<file path="config.mk">
export PLATFORM = sky130hd
export DESIGN_NAME = flash_hdr_framer
export DESIGN_NICKNAME = d
export VERILOG_FILES = /design/src/rtl/flash_hdr_pkg.sv /design/src/rtl/hdr_slot_pack.sv /design/src/rtl/hdr_cycle_calc.sv /design/src/rtl/flash_hdr_framer.sv
export SDC_FILE = /design/constraint.sdc
export NUM_CORES = 1
export LEC_CHECK = 0
export BUFFER_PORTS_ARGS = -buffer_cell sky130_fd_sc_hd__buf_2
export CAP_MARGIN = 10
export CORE_MARGIN = 1
export CORE_UTILIZATION = 52
export CTS_CLUSTER_SIZE = 12
export DETAILED_ROUTE_END_ITERATION = 12
export PLACE_DENSITY = 0.86
export SYNTH_ARGS = -nofsm -noshare
export SYNTH_HDL_FRONTEND = slang
export SYNTH_SLANG_ARGS = --single-unit
</file>
<file path="constraint.sdc">
create_clock -name clk -period 4.23 [get_ports clk]
set_input_delay 0.6345 -clock clk [delete_from_list [all_inputs] [get_ports clk]]
set_output_delay 0.6345 -clock clk [all_outputs]
set_load 0.01 [all_outputs]
</file>
<file path="src/rtl/flash_hdr_pkg.sv">
package flash_hdr_pkg;

    typedef enum logic [1:0] {
        AM_NONE = 2'd0,
        AM_A24  = 2'd1,
        AM_A32  = 2'd2,
        AM_BAD  = 2'd3
    } addr_mode_e;

    localparam logic [7:0] FILL_BYTE = 8'hFF;

    function automatic addr_mode_e decode_len(input logic [2:0] len);
        case (len)
            3'd0:    decode_len = AM_NONE;
            3'd3:    decode_len = AM_A24;
            3'd4:    decode_len = AM_A32;
            default: decode_len = AM_BAD;
        endcase
    endfunction

endpackage

</file>
<file path="src/rtl/hdr_slot_pack.sv">
module hdr_slot_pack
    import flash_hdr_pkg::*;
#(
    parameter int SLOTS = 8
) (
    input  addr_mode_e  mode,
    input  logic [7:0]  opcode,
    input  logic [31:0] addr,
    input  logic        has_dummy,
    output logic [31:0] word0,
    output logic [31:0] word1
);
    localparam int HALF = SLOTS / 2;

    logic [7:0] slot [SLOTS];

    always_comb begin
        for (int k = 0; k < SLOTS; k++) slot[k] = 8'h00;
        case (mode)
            AM_NONE: begin
                slot[3] = opcode;
                slot[2] = FILL_BYTE;
            end
            AM_A24: begin
                slot[3] = opcode;
                slot[2] = addr[23:16];
                slot[1] = addr[15:8];
                slot[0] = addr[7:0];
                slot[7] = FILL_BYTE;
                slot[6] = FILL_BYTE;
            end
            AM_A32: begin
                slot[3] = opcode;
                slot[2] = addr[31:24];
                slot[1] = addr[23:16];
                slot[0] = addr[15:8];
                slot[6] = FILL_BYTE;
                if (has_dummy) slot[7] = addr[7:0];
                else           slot[4] = addr[7:0];
            end
            default: ;
        endcase
    end

    for (genvar g = 0; g < HALF; g++) begin : g_pack
        assign word0[8*g +: 8] = slot[g];
        assign word1[8*g +: 8] = slot[g + HALF];
    end
endmodule

</file>
<file path="src/rtl/hdr_cycle_calc.sv">
module hdr_cycle_calc
    import flash_hdr_pkg::*;
#(
    parameter int DUMMY_W = 4,
    parameter int CYC_W   = 8,
    parameter int NB_W    = 16,
    parameter int DCYC_W  = NB_W + 3
) (
    input  addr_mode_e          mode,
    input  logic [DUMMY_W-1:0]  dummy_cnt,
    input  logic [NB_W-1:0]     data_bytes,
    input  logic [1:0]          lane_code,
    output logic [CYC_W-1:0]    hdr_cycles,
    output logic [DCYC_W-1:0]   data_cycles,
    output logic                lane_bad
);
    logic [CYC_W-1:0]  base_cyc;
    logic [CYC_W-1:0]  dummy_cyc;
    logic [DCYC_W-1:0] bit_cnt;

    always_comb begin
        case (mode)
            AM_NONE: base_cyc = CYC_W'(8);
            AM_A24:  base_cyc = CYC_W'(32);
            AM_A32:  base_cyc = CYC_W'(40);
            default: base_cyc = '0;
        endcase
        dummy_cyc   = CYC_W'(dummy_cnt) << 3;
        hdr_cycles  = base_cyc + dummy_cyc;
        bit_cnt     = DCYC_W'(data_bytes) << 3;
        lane_bad    = (lane_code == 2'd3);
        data_cycles = bit_cnt >> lane_code;
    end
endmodule

</file>
<file path="src/rtl/flash_hdr_framer.sv">
module flash_hdr_framer
    import flash_hdr_pkg::*;
#(
    parameter int DUMMY_W = 4,
    parameter int CYC_W   = 8,
    parameter int NB_W    = 16
) (
    input  logic                clk,
    input  logic                rst_n,
    input  logic                req_valid,
    input  logic [7:0]          opcode,
    input  logic [31:0]         addr,
    input  logic [2:0]          addr_len,
    input  logic [DUMMY_W-1:0]  dummy_cnt,
    input  logic [NB_W-1:0]     data_bytes,
    input  logic [1:0]          lane_code,
    output logic                out_valid,
    output logic [31:0]         cmd_word0,
    output logic [31:0]         cmd_word1,
    output logic [CYC_W-1:0]    hdr_cycles,
    output logic [NB_W+2:0]     data_cycles,
    output logic                cfg_err
);
    localparam int DCYC_W = NB_W + 3;

    typedef struct packed {
        logic              vld;
        logic [31:0]       w0;
        logic [31:0]       w1;
        logic [CYC_W-1:0]  hc;
        logic [DCYC_W-1:0] dc;
        logic              err;
    } hdr_state_t;

    hdr_state_t state_d, state_q;

    addr_mode_e        mode;
    logic [31:0]       pk_w0, pk_w1;
    logic [CYC_W-1:0]  calc_hc;
    logic [DCYC_W-1:0] calc_dc;
    logic              lane_bad;

    assign mode = decode_len(addr_len);

    hdr_slot_pack #(.SLOTS(8)) u_pack (
        .mode      (mode),
        .opcode    (opcode),
        .addr      (addr),
        .has_dummy (dummy_cnt != '0),
        .word0     (pk_w0),
        .word1     (pk_w1)
    );

    hdr_cycle_calc #(
        .DUMMY_W (DUMMY_W),
        .CYC_W   (CYC_W),
        .NB_W    (NB_W),
        .DCYC_W  (DCYC_W)
    ) u_calc (
        .mode        (mode),
        .dummy_cnt   (dummy_cnt),
        .data_bytes  (data_bytes),
        .lane_code   (lane_code),
        .hdr_cycles  (calc_hc),
        .data_cycles (calc_dc),
        .lane_bad    (lane_bad)
    );

    always_comb begin
        state_d     = state_q;
        state_d.vld = req_valid;
        if (req_valid) begin
            if (mode == AM_BAD || lane_bad) begin
                state_d.err = 1'b1;
                state_d.w0  = '0;
                state_d.w1  = '0;
                state_d.hc  = '0;
                state_d.dc  = '0;
            end else begin
                state_d.err = 1'b0;
                state_d.w0  = pk_w0;
                state_d.w1  = pk_w1;
                state_d.hc  = calc_hc;
                state_d.dc  = calc_dc;
            end
        end
    end

    always_ff @(posedge clk) begin
        if (!rst_n) state_q <= '0;
        else        state_q <= state_d;
    end

    assign out_valid   = state_q.vld;
    assign cmd_word0   = state_q.w0;
    assign cmd_word1   = state_q.w1;
    assign hdr_cycles  = state_q.hc;
    assign data_cycles = state_q.dc;
    assign cfg_err     = state_q.err;

    a_r2_valid_follows: assert property (@(posedge clk) disable iff (!rst_n)
        req_valid |=> out_valid);
    a_r2_no_spurious: assert property (@(posedge clk) disable iff (!rst_n)
        !req_valid |=> !out_valid);
    a_r2_hold: assert property (@(posedge clk) disable iff (!rst_n)
        !req_valid |=> ($stable(cmd_word0) && $stable(cmd_word1) && $stable(hdr_cycles)));
    a_r8_err_zeroed: assert property (@(posedge clk) disable iff (!rst_n)
        (out_valid && cfg_err) |-> (cmd_word0 == 32'd0 && cmd_word1 == 32'd0
                                    && hdr_cycles == '0 && data_cycles == '0));
    a_r7_cycle_align: assert property (@(posedge clk) disable iff (!rst_n)
        (out_valid && !cfg_err) |-> (hdr_cycles[2:0] == 3'd0 && hdr_cycles >= CYC_W'(8)));
    a_r3_opcode_slot: assert property (@(posedge clk) disable iff (!rst_n)
        req_valid |=> (cfg_err || cmd_word0[31:24] == $past(opcode)));
    a_r10_lane_err: assert property (@(posedge clk) disable iff (!rst_n)
        (req_valid && lane_code == 2'd3) |=> cfg_err);
endmodule

</file>
Yosys cells after proc, flatten, opt, wreduce, memory -nomap -nowiden
Index checks and enable logic that the tools add are counted.
{"block": "op_classes", "add_sub_neg": 1, "eq_ne": 6, "shifts": 1, "mux": 9, "n_reduce_logical": 4}
{"cell": "92-bit two-way mux", "count": 1}
{"cell": "16-bit one-hot mux with 2 select lines", "count": 2}
{"cell": "16-bit one-hot mux with 3 select lines", "count": 1}
{"cell": "8-bit two-way mux", "count": 3}
{"cell": "19-bit by 2-bit >> shifter with 19-bit output", "count": 1}
{"cell": "6-bit one-hot mux with 3 select lines", "count": 1}
{"cell": "6-bit by 7-bit adder with 8-bit output", "count": 1}
{"cell": "2-bit equality test (second input constant)", "count": 3}
{"cell": "2-bit one-hot mux with 3 select lines", "count": 1}
{"cell": "4-bit nonzero test", "count": 1}
{"cell": "3-bit by 2-bit equality test with 1-bit output (second input constant)", "count": 1}
{"cell": "3-bit equality test (second input constant)", "count": 1}
{"cell": "3-bit logical NOT", "count": 1}
{"cell": "2-bit by 1-bit equality test with 1-bit output (second input constant)", "count": 1}
{"cell": "2-bit logical NOT", "count": 1}
{"cell": "1-bit logical OR", "count": 1}
{"block": "totals", "reg_bits": 93, "input_bits": 68, "word_cells": 27}

Depth between registers and ports, before layout
Gate-level depths: netlist of run 1.
{"block": "logic_depth", "depth_word": 6, "mapped_depth": 10, "ltp_nobuf": 7}

By module
From an unflattened synthesis of run 1, not the netlist that was laid out.
{"block": "hier_totals", "cells_unflattened": 486, "hier_area_um2": 4775.8}
{"mod": "flash_hdr_framer", "instances": 1, "cells_each": 307, "area_per_inst_um2": 3357.0}
{"mod": "hdr_slot_pack", "instances": 1, "cells_each": 119, "area_per_inst_um2": 898.4}
{"mod": "hdr_cycle_calc", "instances": 1, "cells_each": 60, "area_per_inst_um2": 520.5}

Worst setup path before layout of run 1
Ideal clock, no wire load.
{"block": "synth_path", "path_type": "input to register", "from": "input addr_len[0]", "to": "register state_q, in the netlist hdr_cycles[6]", "setup_time_ns": 0.117, "t_arrival_ns": 2.231, "required_time_ns": 4.113, "slack_ns": 1.882, "stages": 9, "path_buffers": 2, "path_cell_list": "nor3b_2 -> buf_2 -> buf_2 -> ha_1 -> inv_1 -> ha_1 -> a31oi_1 -> xnor2_1 -> a22o_1"}
{"block": "synth_between", "elab_chain_len": 6}
{"item": "from (decl)", "line_no": "flash_hdr_framer.sv:13", "text": "input logic [2:0] addr_len,"}
{"item": "3-bit equality test, or another cell as far along", "line_no": "flash_hdr_pkg.sv:13", "text": "case (len)"}
{"item": "2-bit one-hot mux with 3 select lines *", "line_no": "flash_hdr_pkg.sv:13"}
{"item": "2-bit equality test, or another cell as far along", "line_no": "hdr_cycle_calc.sv:22", "text": "case (mode)"}
{"item": "6-bit one-hot mux with 3 select lines", "line_no": "hdr_cycle_calc.sv:22"}
{"item": "6-bit by 7-bit adder with 8-bit output", "line_no": "hdr_cycle_calc.sv:29", "text": "hdr_cycles = base_cyc + dummy_cyc;"}
{"item": "92-bit two-way mux *", "line_no": "flash_hdr_framer.sv:73", "text": "if (mode == AM_BAD || lane_bad) begin"}
{"item": "to (signal assigned)", "line_no": "flash_hdr_framer.sv:91", "text": "else state_q <= state_d;"}
{"item": "to (decl)", "line_no": "flash_hdr_framer.sv:35", "text": "hdr_state_t state_d, state_q;"}
Mark *: on every way between the ends. The rest lies on a longest branch, timed or not.
A chain may end at the register's enable or synchronous reset.

Worst setup path in the final report of run 1
{"block": "layout_path", "from": "input addr_len[2]", "to": "register state_q, in the netlist cmd_word0[27]"}
{"block": "layout_between", "elab_chain_len": 5}
{"item": "3-bit equality test, or another cell as far along", "line_no": "flash_hdr_pkg.sv:13"}
{"item": "2-bit one-hot mux with 3 select lines *", "line_no": "flash_hdr_pkg.sv:13"}
{"item": "2-bit equality test, or another cell as far along", "line_no": "hdr_slot_pack.sv:19", "text": "case (mode)"}
{"item": "16-bit one-hot mux with 3 select lines / 1-bit logical OR (equally long branches)", "line_no": "hdr_slot_pack.sv:19, flash_hdr_framer.sv:73"}
{"item": "92-bit two-way mux *", "line_no": "flash_hdr_framer.sv:73"}
Marks and branches as above.

==> results of run 1 <==
==> worst paths after layout <==
check                           slack [ns]        endpoint      startpoint
worst max-delay path                  1.28   cmd_word0[27]     addr_len[2]
worst max register to register        3.47  data_cycles[2]  data_cycles[2]
worst min-delay path                  0.46    cmd_word1[7]    cmd_word1[7]
worst min register to register        0.46    cmd_word1[7]    cmd_word1[7]
==> per-stage QoR <==
step	util (%)	power [uW]
after global placement	61.9	948
after CTS	64.3	1430
final	64.3	1430
after floorplan	-	889
after global routing	64.3	1500
after detailed placement	61.9	953
==> state kept, by name (all words and copies together) (netlist names) <==
| register | flops |
|---|---|
| cfg_err | 1 |
| cmd_word0 | 32 |
| data_cycles | 19 |
| cmd_word1 | 17 |
| hdr_cycles | 5 |
| out_valid | 1 |
==> layer usage <==
metal | vias to the layer above | part of all wire, % | GRT usage [%]
met3 | 24 | 8.1 | 7.93
met4 | 0 | 2.5 | 11.3
met1 | 1711 | 41 | 32.7
met2 | 164 | 48 | 45.9
met5 | - | 0 | 0
li1 | 1732 | - | -
==> placed cells by master, fill, tap and decap left out, drive strengths merged, types with 6 or more instances in the layout <==
| cell | instances |
|---|---|
| a221o | 6 |
| nand2 | 36 |
| o21ai | 16 |
| conb | 11 |
| o211ai | 17 |
| o31ai | 25 |
| a32o | 10 |
| clkbuf | 11 |
| nand3b | 22 |
| a2111oi | 6 |
| a221oi | 8 |
| buf | 153 |
| dfxtp | 75 |
| mux2i | 15 |
| a21oi | 31 |
| a22o | 17 |
| nand2b | 26 |
| ha | 6 |
| inv | 14 |
==> logic make-up after synthesis <==
kind of cell               Yosys count
xor gates and xnor gates             2
adders and majority gates            6
AOI/OAI and AO/OA                  147
and+or+nand+nor                     96
DFF                                 75
muxes                               15
buffers and inverters               70
other                                1
==> worst max-delay path: cells and delay by family <==
| kind | cells | cell delay, ns |
|---|---|---|
| adder cells (fa/ha/maj) | 1 | 0.90 |
| AND/OR/NAND/NOR | 2 | 0.76 |
| buffers and inverters | 2 | 0.61 |
| AO/OA/AOI/OAI | 1 | 0.30 |
==> where the power goes <==
part	switching, uW	internal [uW]
registers	6.57	718
logic	134	82.0
clock network	263	226
total	404	1030
==> layout make-up <==
cell class / instances / area share [%]
inverter: 14 / 1.18
multi-input combinational: 277 / 43.7
sequential: 75 / 32.2
tap: 99 / 2.66
timing repair buffer: 153 / 16.6
clock inverter: 4 / 0.591
clock buffer: 11 / 3.03
==> results.json, run 1 <==
{
  "ys.flop_type": "dfxtp_1",
  "die-area_um2": 7830,
  "vias": 3631,
  "grt_max_degree": 50,
  "post-route-period-util_pct": 69.7,
  "synth_top_family_by_area": "compound AO/OA/AOI/OAI gates",
  "crit_type": "in2reg",
  "areaGrowthSynthToFinish_pct": 19.8,
  "final_cells": 633,
  "port_buffers": 149,
  "synth-simple-area-share_pct": 14.4,
  "multiInputGateArea_um2": 2040,
  "fillers": 649,
  "cts_tree": "yes",
  "cap_violations": 0,
  "cp-end-kind": "register",
  "track_usage_pct": 27.3,
  "finalInstanceArea_um2": 4660,
  "ant_nets": 0,
  "clock_path_buffers": 2,
  "synthMuxAreaShare_pct": 3.86,
  "yosys.area.top_type": "dfxtp_1",
  "nets": 604,
  "synth_xor_area_share_pct": 0.450,
  "place_congestion": 0.788,
  "dp_hpwl_um": 7480,
  "ys_types": 49,
  "hold-worst-slack_ns": 0.461,
  "cts_root_buf": "clkbuf_8",
  "synth_compound_area_share_pct": 30.5,
  "max_freq_ghz": 0.339,
  "core_area_um2": 7250,
  "setup_ws_ns": 1.28,
  "synth-edff-count": 0,
  "cts_sinks": 75,
  "slowest_delay_ns": 0.90,
  "path_clk_slew_ns": 0.08,
  "syn_inst": 412,
  "status": "finished, final reports clean",
  "yosys.area_share.adder_pct": 1.93,
  "seqCellArea_um2": 1500,
  "vias_per_cell": 5.74,
  "cts_buffers": 9,
  "htree_levels": 3,
  "wire_per_inst_um": 16.7,
  "setup_viol": 0,
  "grt_overflow": 0,
  "antenna_found_initial": 0,
  "hold_buffers": 0,
  "slowest_stage": "ha_1",
  "hp-class": "reg2reg",
  "fin_worst_skew_ns": 0,
  "synth_top_area_share_pct": 38.6,
  "cp_max_fo": 27,
  "antenna_cells": 0,
  "placed_cells": 618,
  "slew_viol_final": 0,
  "cts_resized": 0,
  "ir_worst_vdd_uv": 229,
  "die_y_um": 88.5,
  "pre_cts_slack_ns": 1.00,
  "initial_core_util_pct": 53.6,
  "placed_area_um2": 4490,
  "relSlewSlack_pct": 33.9,
  "worstMarginPinSlew_ns": 0.991,
  "synth_commonest_cells": "dfxtp_1, nand2_1, a21oi_1",
  "ys_warn_count": 0,
  "seq_area_frac_synth_pct": 38.6,
  "drc_errors": 0,
  "hold_viol_final": 0,
  "setup-tns-final_ns": 0,
  "synthArstFlopShare_pct": 0,
  "power.leakage_uw": 0.00208,
  "cts_setup_buffers": 0,
  "startpoint_type": "primary input",
  "drtPass1Iterations": 4,
  "final.min_clock_period_ns": 2.95,
  "ys_ff_latch": 75,
  "reg2regPathDepth": 2,
  "rsz0062_at_grt": "no",
  "ioPinCount": 161,
  "netlist_top_cells_area": "dfxtp_1, nand2b_1, nand3b_1, a21oi_1, buf_4",
  "powerDensity_nw_per_um2": 307,
  "path_cells": "buf_2 -> nand3b_2 -> inv_2 -> ha_1 -> nor3_2 -> o31ai_1",
  "grt_pass1_wl_um": 16100,
  "die_w_um": 88.5,
  "synthMostInstantiatedCell": "dfxtp_1",
  "dr.first_iter.drc_count": 162,
  "grt_pass1_vias": 3346,
  "avgSynthCellArea_um2": 9.44,
  "critPathRequiredTime_ns": 4.50,
  "cp.arrival_ns": 3.21,
  "rows": 31,
  "hold_depth": 2,
  "postRouteWirelength_um": 10600,
  "drive_above_1_share_pct": 36.7,
  "clkLatencyLatePin_ns": 0.35,
  "netlist_area_um2": 3890
}
(Power assumes the default switching activity.)
==> run 2: changes to the inputs <==
CORE_UTILIZATION = 44   (was 52)
PLACE_DENSITY = 0.77   (was 0.86)
clock period = 2.7 ns   (was 4.23 ns; I/O delays follow)
==> run 2 against run 1 <==
Effect of this change:
- routed wire length is 1.1% higher
- sequential share of layout area is 0.63 points lower
- cell area is 2.0% higher
- first-iteration DRC count is 1.2% higher
- critical path depth is 1 higher
- non-clock buffer count is 8 higher
- combinational power is 59% higher
- clock skew stayed put
- cell count is 2.2% higher
- worst hold slack worse by 0.17 ns
- global-route usage is 4.0 points lower
==> results.json, run 2 (synthesis gave the netlist of run 1 again) <==
{
  "startpoint_type": "primary input",
  "die_w_um": 96.0,
  "r2r-end": "data_cycles[4]",
  "critPathRequiredTime_ns": 2.91,
  "vias": 3593,
  "largest_reg_flops": 32,
  "grt_max_degree": 33,
  "power.leakage_uw": 0.00213,
  "cts_resized": 0,
  "final.min_clock_period_ns": 1.86,
  "rsz0062_at_grt": "no",
  "clock_path_buffers": 2,
  "cp_max_fo": 19,
  "status": "finished, final reports clean",
  "reg2regPathDepth": 1,
  "slew_viol_final": 0,
  "grt_pass1_vias": 3247,
  "initial_core_util_pct": 46.4,
  "die_y_um": 96.0,
  "drtPass1Iterations": 4,
  "multiInputGateArea_um2": 2040,
  "postRouteWirelength_um": 10700,
  "hp-class": "in2reg",
  "post-route-period-util_pct": 69.0,
  "critPathLaunch": "addr_len[0]",
  "cts_buffers": 9,
  "nets": 612,
  "dp_hpwl_um": 7850,
  "place_congestion": 0.842,
  "powerDensity_nw_per_um2": 495,
  "clkLatencyLatePin_ns": 0.34,
  "relSlewSlack_pct": 53.8,
  "antenna_found_initial": 0,
  "max_freq_ghz": 0.537,
  "endpoint": "cmd_word0[25]",
  "mostFrequentLayoutCells": "buf_2, dfxtp_1, nand2_1, a21oi_1, nand2b_1",
  "cts_setup_buffers": 0,
  "drive_above_1_share_pct": 37.5,
  "ioPinCount": 161,
  "wire_per_inst_um": 16.5,
  "final_common_cell": "buf_2",
  "path_clk_slew_ns": 0.08,
  "vias_per_cell": 5.55,
  "antenna_cells": 0,
  "final_util_pct": 56.7,
  "cap_violations": 0,
  "setup-tns-final_ns": 0,
  "track_usage_pct": 23.3,
  "finalInstanceArea_um2": 4750,
  "setup_viol": 0,
  "cp-end-kind": "register",
  "dr.first_iter.drc_count": 164,
  "fillers": 776,
  "drc_errors": 0,
  "ir_worst_vdd_uv": 273,
  "hold_viol_final": 0,
  "rows": 33,
  "htree_levels": 3,
  "rr_startpoint": "data_cycles[4]",
  "grt_pass1_wl_um": 16300,
  "seqCellArea_um2": 1500,
  "ant_nets": 0,
  "cts_tree": "yes",
  "hold_buffers": 0,
  "port_buffers": 149,
  "placed_area_um2": 4560,
  "cts_root_buf": "clkbuf_8",
  "r2r_slack_ns": 1.93,
  "cp.arrival_ns": 2.07,
  "worstMarginPinSlew_ns": 0.690,
  "cts_sinks": 75,
  "grt_overflow": 0,
  "crit_type": "in2reg",
  "core_area_um2": 8380,
  "areaGrowthSynthToFinish_pct": 22.2,
  "fin_worst_skew_ns": 0,
  "die-area_um2": 9220
}
run 2: cell count changes in the layout (fill, tap and decap cells not counted):
cell,previous run,this run
clkbuf_1,1,2
clkinv_2,2,1
bufinv_16,0,1
buf_4,4,12
clkinv_4,2,0
clkbuf_8,10,11
run 2: how the worst min path moves through the flow:
stage / slack [ns] / cells after the start / startpoint / end
2_1_floorplan: 0.48 / 2 / cmd_word1[0] / cmd_word1[0]
3_3_place_gp: 0.43 / 2 / cmd_word1[4] / cmd_word1[4]
3_5_place_dp: 0.44 / 2 / cmd_word1[2] / cmd_word1[2]
4_1_cts: 0.28 / 3 / opcode[3] / cmd_word0[27]
5_1_grt: 0.28 / 3 / opcode[7] / cmd_word0[31]
6_report: 0.29 / 3 / opcode[3] / cmd_word0[27]
run 2: final cells by class:
type	instances	share of cell area [%]
Inverter	14	1.16
Timing Repair Buffer	161	17.6
Tap cell	105	2.76
Sequential cell	75	31.6
Clock inverter	2	0.737
Multi-Input combinational cell	277	42.8
Clock buffer	13	3.34
run 2: power by group:
part           internal [uW]  switching, uW
registers               1120           10.2
clock network            473            400
logic                    135            209
run 2: metrics by stage:
| stage | std cells | hold slack, ns | total power [uW] | setup WS (ns) |
|---|---|---|---|---|
| after floorplan | 422 | 0.481 | 1390 | 0.582 |
| final | 647 | 0.295 | 2350 | 0.836 |
| after CTS | 647 | 0.281 | 2370 | 0.859 |
| after detailed placement | 632 | 0.441 | 1500 | 0.491 |
| after global routing | 647 | 0.278 | 2450 | 0.718 |
| after global placement | 632 | 0.434 | 1500 | 0.535 |
run 2: worst max-delay path, stage by stage:
cell and delay [ns]:
buf_2 0.13, nor3b_2 0.28, buf_4 0.28, inv_1 0.06, ha_1 0.20, nor3_2 0.54, o31ai_1 0.16
run 2: routing by layer:
metal | global-route usage [%] | routed length (um)
met2 | 38.2 | 5040
met4 | 6.84 | 116
met1 | 29.6 | 4710
met3 | 6.64 | 811
met5 | 0 | 0
